<file path="src/rtl/pdl_pkg.sv">
package pdl_pkg;
  // Number of stored stages needed for a given latency, step and address width
  function automatic int chain_depth(input int inherent, input int step, input int aw);
    return inherent + ((1 << aw) - 1) * step;
  endfunction
endpackage

</file>
<file path="src/rtl/pdl_shift_chain.sv">
module pdl_shift_chain #(
  parameter int DEPTH = 65
) (
  input  logic             clk,
  input  logic             rst,
  input  logic             din,
  output logic [DEPTH-1:0] taps
);
  // taps[k] holds the input sampled k+1 edges ago
  for (genvar g = 0; g < DEPTH; g++) begin : g_stage
    if (g == 0) begin : g_head
      always_ff @(posedge clk) begin
        if (rst) taps[0] <= 1'b0;
        else     taps[0] <= din;
      end
    end else begin : g_body
      always_ff @(posedge clk) begin
        if (rst) taps[g] <= 1'b0;
        else     taps[g] <= taps[g-1];
      end
    end
  end

  // Reset leaves no stored bit behind
  assert_chain_clear_R8: assert property (@(posedge clk) rst |=> (taps == '0))
    else $error("chain not cleared by reset");
endmodule

</file>
<file path="src/rtl/pdl_tap_select.sv">
module pdl_tap_select #(
  parameter int INHERENT = 2,
  parameter int STEP     = 1,
  parameter int ADDR_W   = 6,
  parameter int DEPTH    = 65
) (
  input  logic              clk,
  input  logic              rst,
  input  logic [DEPTH-1:0]  taps,
  input  logic [ADDR_W-1:0] addr,
  output logic              tap_bit
);
  localparam int IDX_W = $clog2(DEPTH + 1);

  logic [IDX_W-1:0] idx;

  always_comb begin
    idx     = IDX_W'(INHERENT - 1) + IDX_W'(addr) * IDX_W'(STEP);
    tap_bit = taps[idx];
  end

  // Largest code must still land inside the chain
  assert_tap_in_range_R3: assert property (@(posedge clk) disable iff (rst)
    idx < IDX_W'(DEPTH))
    else $error("tap index beyond chain");

  // A larger code always selects a later stage
  assert_tap_monotonic_R4: assert property (@(posedge clk) disable iff (rst)
    ($past(addr) < addr) |-> ($past(idx) < idx))
    else $error("tap order not monotonic");
endmodule

</file>
<file path="src/rtl/pdl_out_stage.sv">
module pdl_out_stage (
  input  logic clk,
  input  logic rst,
  input  logic dis,
  input  logic tap_bit,
  output logic dout
);
  always_ff @(posedge clk) begin
    if (rst || dis) dout <= 1'b0;
    else            dout <= tap_bit;
  end

  assert_dis_clamps_R6: assert property (@(posedge clk) disable iff (rst)
    dis |=> !dout)
    else $error("output high while disabled");
endmodule

</file>
<file path="src/rtl/prog_delay_line.sv">
module prog_delay_line #(
  parameter int INHERENT = 2,
  parameter int STEP     = 1,
  parameter int ADDR_W   = 6
) (
  input  logic              clk,
  input  logic              rst,
  input  logic              din,
  input  logic [ADDR_W-1:0] addr,
  input  logic              dis,
  output logic              dout
);
  localparam int DEPTH   = pdl_pkg::chain_depth(INHERENT, STEP, ADDR_W);
  localparam int TOP_TAP = DEPTH - 1;

  logic [DEPTH-1:0] taps;
  logic             tap_bit;

  pdl_shift_chain #(.DEPTH(DEPTH)) u_chain (
    .clk  (clk),
    .rst  (rst),
    .din  (din),
    .taps (taps)
  );

  pdl_tap_select #(
    .INHERENT (INHERENT),
    .STEP     (STEP),
    .ADDR_W   (ADDR_W),
    .DEPTH    (DEPTH)
  ) u_sel (
    .clk     (clk),
    .rst     (rst),
    .taps    (taps),
    .addr    (addr),
    .tap_bit (tap_bit)
  );

  pdl_out_stage u_out (
    .clk     (clk),
    .rst     (rst),
    .dis     (dis),
    .tap_bit (tap_bit),
    .dout    (dout)
  );

  assert_rst_out_low_R8: assert property (@(posedge clk) rst |=> !dout)
    else $error("output high after reset");

  // Code 0 reads the shortest stage
  assert_min_delay_R2: assert property (@(posedge clk) disable iff (rst)
    (!dis && addr == '0) |=> (dout == $past(taps[INHERENT-1])))
    else $error("code 0 delay wrong");

  // Top code reads the last stage
  assert_max_delay_R3: assert property (@(posedge clk) disable iff (rst)
    (!dis && addr == '1) |=> (dout == $past(taps[TOP_TAP])))
    else $error("top code delay wrong");
endmodule

</file>
<file path="config.mk">
export PLATFORM = sky130hd
export DESIGN_NAME = prog_delay_line
export DESIGN_NICKNAME = d
export VERILOG_FILES = /design/src/rtl/pdl_pkg.sv /design/src/rtl/pdl_shift_chain.sv /design/src/rtl/pdl_tap_select.sv /design/src/rtl/pdl_out_stage.sv /design/src/rtl/prog_delay_line.sv
export SDC_FILE = /design/constraint.sdc
export NUM_CORES = 1
export LEC_CHECK = 0
export BUFFER_PORTS_ARGS = -buffer_cell sky130_fd_sc_hd__buf_4
export CAP_MARGIN = 0
export CORE_ASPECT_RATIO = 0.7
export CORE_MARGIN = 10
export CORE_UTILIZATION = 25
export DETAILED_ROUTE_END_ITERATION = 8
export HOLD_SLACK_MARGIN = 0.06
export PLACE_DENSITY_LB_ADDON = 0.2
export SLEW_MARGIN = 20
export SYNTH_ARGS = -nofsm -noshare
export SYNTH_HDL_FRONTEND = slang
export SYNTH_HIERARCHICAL = 1
export SYNTH_SLANG_ARGS = --single-unit
</file>
<file path="constraint.sdc">
create_clock -name clk -period 3.25 [get_ports clk]
set_clock_uncertainty 0.2 [all_clocks]
set_input_delay 0.4875 -clock clk [delete_from_list [all_inputs] [get_ports clk]]
set_output_delay 0.4875 -clock clk [all_outputs]
set_load 0.005 [all_outputs]
</file>
==> out/summary.log <==
[critical_path] setup slack, reg-to-reg 1.22 ns
[floorplan] Die Outline Area 15,000 um^2
[critical_path] element type at the critical path end flop
[cells_and_area] synthesis-to-finish area growth 17.8%
[yosys] count of flip-flops with a built-in enable after synthesis 0
[cts] cell at the root of the clock tree sky130_fd_sc_hd__clkbuf_16
[critical_path] worst reg2reg startpoint u_chain/taps[36]
[timing] final-report setup violation count 0
[critical_path] capture point of the worst path u_out/dout
[cts] TritonCTS sink count 66
[yosys] YS warnings 6
[placed_design] Final GP Congestion 0.702
[critical_path] Crit Reg-Reg Endpoint u_out/dout
[cts] Longest Clk Path Bufs 2
[yosys] count of distinct cell types in the synthesized netlist 29
[timing] maximum frequency from static timing analysis 0.373 GHz
[detailed_routing] router iterations before antenna repair 4
[critical_path] largest fanout on the critical path 9
[floorplan] placement row count 31
[cts] number of CTS-inserted buffers 9
[cells_and_area] fraction of final layout cells sized beyond drive strength 1 37.9%
[timing] count of pins over their slew limit 0
[cts] number of hold-repair buffers added at the cts stage 0
[cts] clk_lat worst skew 0.33 ns
[hold_path] worst hold path depth 2
[cts] H-tree depth reported by CTS 3
[yosys] average size of a mapped cell 12.8 um^2
[global_routing] total routing usage reported by global routing 7.04%
[floorplan] core area 10,300 um^2
[floorplan] height of the chip 106 um
[yosys] fraction of the yosys area taken by sequential cells 50.5%
[yosys] number of instances in the synthesized netlist 204
[timing] min Tclk post-route 2.68 ns
[critical_path] data arrival time of the worst path 2.67 ns
[timing] fraction of the cycle the final worst path needs 82.4%
[hold_path] Worst Hold Class input pin to flop
[yosys] Primary FF master, synth sky130_fd_sc_hd__dfxtp_1
[floorplan] Top Ports 11
[timing] worst relative slew slack 44.5%
[cts] post-CTS sizing 0
[yosys] register bit total from synthesis 66
[critical_path] Worst Path Required 3.24 ns
[critical_path] kind of start point of the critical path input pin
[global_routing] wire length of the first global-routing pass 7.90 mm
[timing] Worst Max-Slew Pin Slew 0.833 ns
[floorplan] starting utilization of the core area 25.5%
[detailed_routing] Detailed Route WL 4.74 mm
[power] Leak Pwr 1.12 nW
[detailed_routing] vias after detailed routing 1,458
[timing] RSZ-0062 raised after global routing no
[floorplan] die width 142 um
[cells_and_area] Layout Cell Area excl Fill 3080 um^2
[run_status] run status finished clean
[detailed_routing] number of vias per cell after detailed routing 4.15
[detailed_routing] First DRT Iteration DRCs 71
[cells_and_area] number of antenna repair diodes 0
[detailed_routing] Routed Antenna Nets 0
[yosys] synthesized netlist net count 215
[power] power per standard cell area 626 nW/um^2
[flow_run] max_cap viols 0
[critical_path] cell depth of the worst flop-to-flop path 6
[detailed_routing] number of remaining DRC errors 0
[detailed_routing] mean routed wirelength per cell 13.5 um
[placed_design] Placement Cell Area 2760 um^2
[global_routing] number of global-route vias before repair 1,493
[cts] Post-CTS Setup Repair Bufs 0
[cells_and_area] final layout net count 225
[critical_path] Critical Path Source addr[1]
[critical_path] Crit Path Category input pin to flop
[yosys] proportion of synthesized flip-flops having asynchronous set or reset 0%
[cells_and_area] number of filler cells placed in the layout 1,032
[global_routing] initial antenna violation count 0
[yosys] area of the mapped netlist 2620 um^2
[timing] setup_tns 0 ns
[timing] number of hold violations in the final report 0
[placed_design] detailed placer's ending HPWL 3.06 mm
[global_routing] total congestion overflow 0
[cts] CTS tree built
[hold_path] worst min-delay path startpoint dis
[power] Peak VDD IR 0.000301 V
[placed_design] Port Buffer Count 10
[global_routing] maximum number of pins on one net before global-route repair 67
[cts] post-CTS clock slew at the launch and capture registers of the worst setup and hold paths 0.05 ns
synth_stat cells (all sizes together), types with 3 or more instances:
library cell  instances  area share (%)
dfxtp                66              50
nor2b                65              18
mux4                 16              14
buf                  12             4.2
nand3                 7             1.5
mux2i                 5             1.9
nand2                 4            0.57
mux2                  3             1.3
nand3b                3            0.86
o21ai                 3            0.57
xor2                  3             1.7
layout make-up:
| class | instances | area [um^2] | area share, % |
|---|---|---|---|
| flip-flops and latches | 66 | 1320 | 42.8 |
| clock buffers | 11 | 243 | 7.87 |
| well taps | 132 | 165 | 5.35 |
| repair buffers | 13 | 97.6 | 3.16 |
| multi-input cells | 124 | 1180 | 38.3 |
| clock inverters | 5 | 77.6 | 2.52 |
sequential cells by signal (all words and copies together), names as in the netlist:
register,cells
u_out/dout,1
u_chain/taps,65
report_power, final:
| part | internal (mW) | switching, mW |
|---|---|---|
| clock network | 0.689 | 0.332 |
| registers | 0.813 | 0.00105 |
| logic | 0.0389 | 0.0565 |
| total | 1.54 | 0.390 |
worst min-delay path by stage:
stage,endpoint
floorplan,u_chain/taps[12]
global placement,u_chain/taps[31]
detailed placement,u_chain/taps[11]
CTS,u_out/dout
global route,u_out/dout
finish,u_out/dout
metrics by stage:
step | util, % | setup WS [ns] | total power [mW] | hold WS (ns) | instances
after floorplan | - | 0.771 | 0.905 | 0.232 | 204
after global placement | 26.9 | 0.228 | 0.929 | 0.244 | 335
after detailed placement | 26.9 | 0.259 | 0.928 | 0.248 | 335
after CTS | 30.0 | 0.588 | 1.96 | 0.105 | 351
after global routing | 30.0 | 0.504 | 2.01 | 0.114 | 351
final | 30.0 | 0.573 | 1.93 | 0.117 | 351
metal layers:
layer	track usage, %	part of all wire, %
met4	3.67	2.2
met5	0	0
met1	8.86	49
met2	9.53	44
met3	3.63	4.5
cells by family (layout without fill, tap and decap cells):
logic type,count (synthesis),after routing,synth area share (%)
AOI/OAI and AO/OA,9,9,2.39
xor gates and xnor gates,4,4,2.05
adders and majority gates,1,1,0.478
buffers and inverters,14,29,4.49
DFF,66,66,50.5
muxes,24,24,17.0
and+or+nand+nor,86,86,23.2
critical path, cell delays in order:
cell                        delay, ns
sky130_fd_sc_hd__buf_4           0.13
sky130_fd_sc_hd__ha_1            0.60
sky130_fd_sc_hd__buf_4           0.24
sky130_fd_sc_hd__mux4_2          0.31
sky130_fd_sc_hd__mux2_2          0.28
sky130_fd_sc_hd__nand3_1         0.08
sky130_fd_sc_hd__o2111ai_1       0.11
sky130_fd_sc_hd__o221a_2         0.28
sky130_fd_sc_hd__nor3b_2         0.14
placed cells by master (no fill, tap or decap):
cell type,synthesis,final
sky130_fd_sc_hd__xor2_1,2,2
sky130_fd_sc_hd__nand3_2,1,1
sky130_fd_sc_hd__mux2_2,3,3
sky130_fd_sc_hd__clkbuf_8,0,1
sky130_fd_sc_hd__nand3b_1,3,3
sky130_fd_sc_hd__and3b_2,1,1
sky130_fd_sc_hd__ha_1,1,1
sky130_fd_sc_hd__clkbuf_1,2,1
sky130_fd_sc_hd__nor2b_2,30,30
sky130_fd_sc_hd__nor3_1,2,2
sky130_fd_sc_hd__o21ai_0,3,3
sky130_fd_sc_hd__mux4_2,16,16
sky130_fd_sc_hd__a31oi_1,1,1
sky130_fd_sc_hd__clkbuf_16,0,9
sky130_fd_sc_hd__mux2i_1,5,5
sky130_fd_sc_hd__nor2_1,2,2
sky130_fd_sc_hd__o221a_2,1,1
sky130_fd_sc_hd__xnor2_1,1,1
sky130_fd_sc_hd__and3_2,1,1
sky130_fd_sc_hd__clkinvlp_4,0,1
sky130_fd_sc_hd__clkinv_2,0,2
sky130_fd_sc_hd__nor3b_2,1,1
sky130_fd_sc_hd__o2111ai_1,1,1
sky130_fd_sc_hd__a21oi_1,1,1
sky130_fd_sc_hd__nor2b_1,35,35
sky130_fd_sc_hd__bufinv_16,0,2
sky130_fd_sc_hd__dfxtp_1,66,66
sky130_fd_sc_hd__buf_4,0,13
sky130_fd_sc_hd__nand2_1,4,4
sky130_fd_sc_hd__xor2_4,1,1
sky130_fd_sc_hd__nand3_1,6,6
sky130_fd_sc_hd__o211ai_1,1,1
sky130_fd_sc_hd__a32oi_1,1,1
No activity file was read; power rests on OpenSTA's default activity.
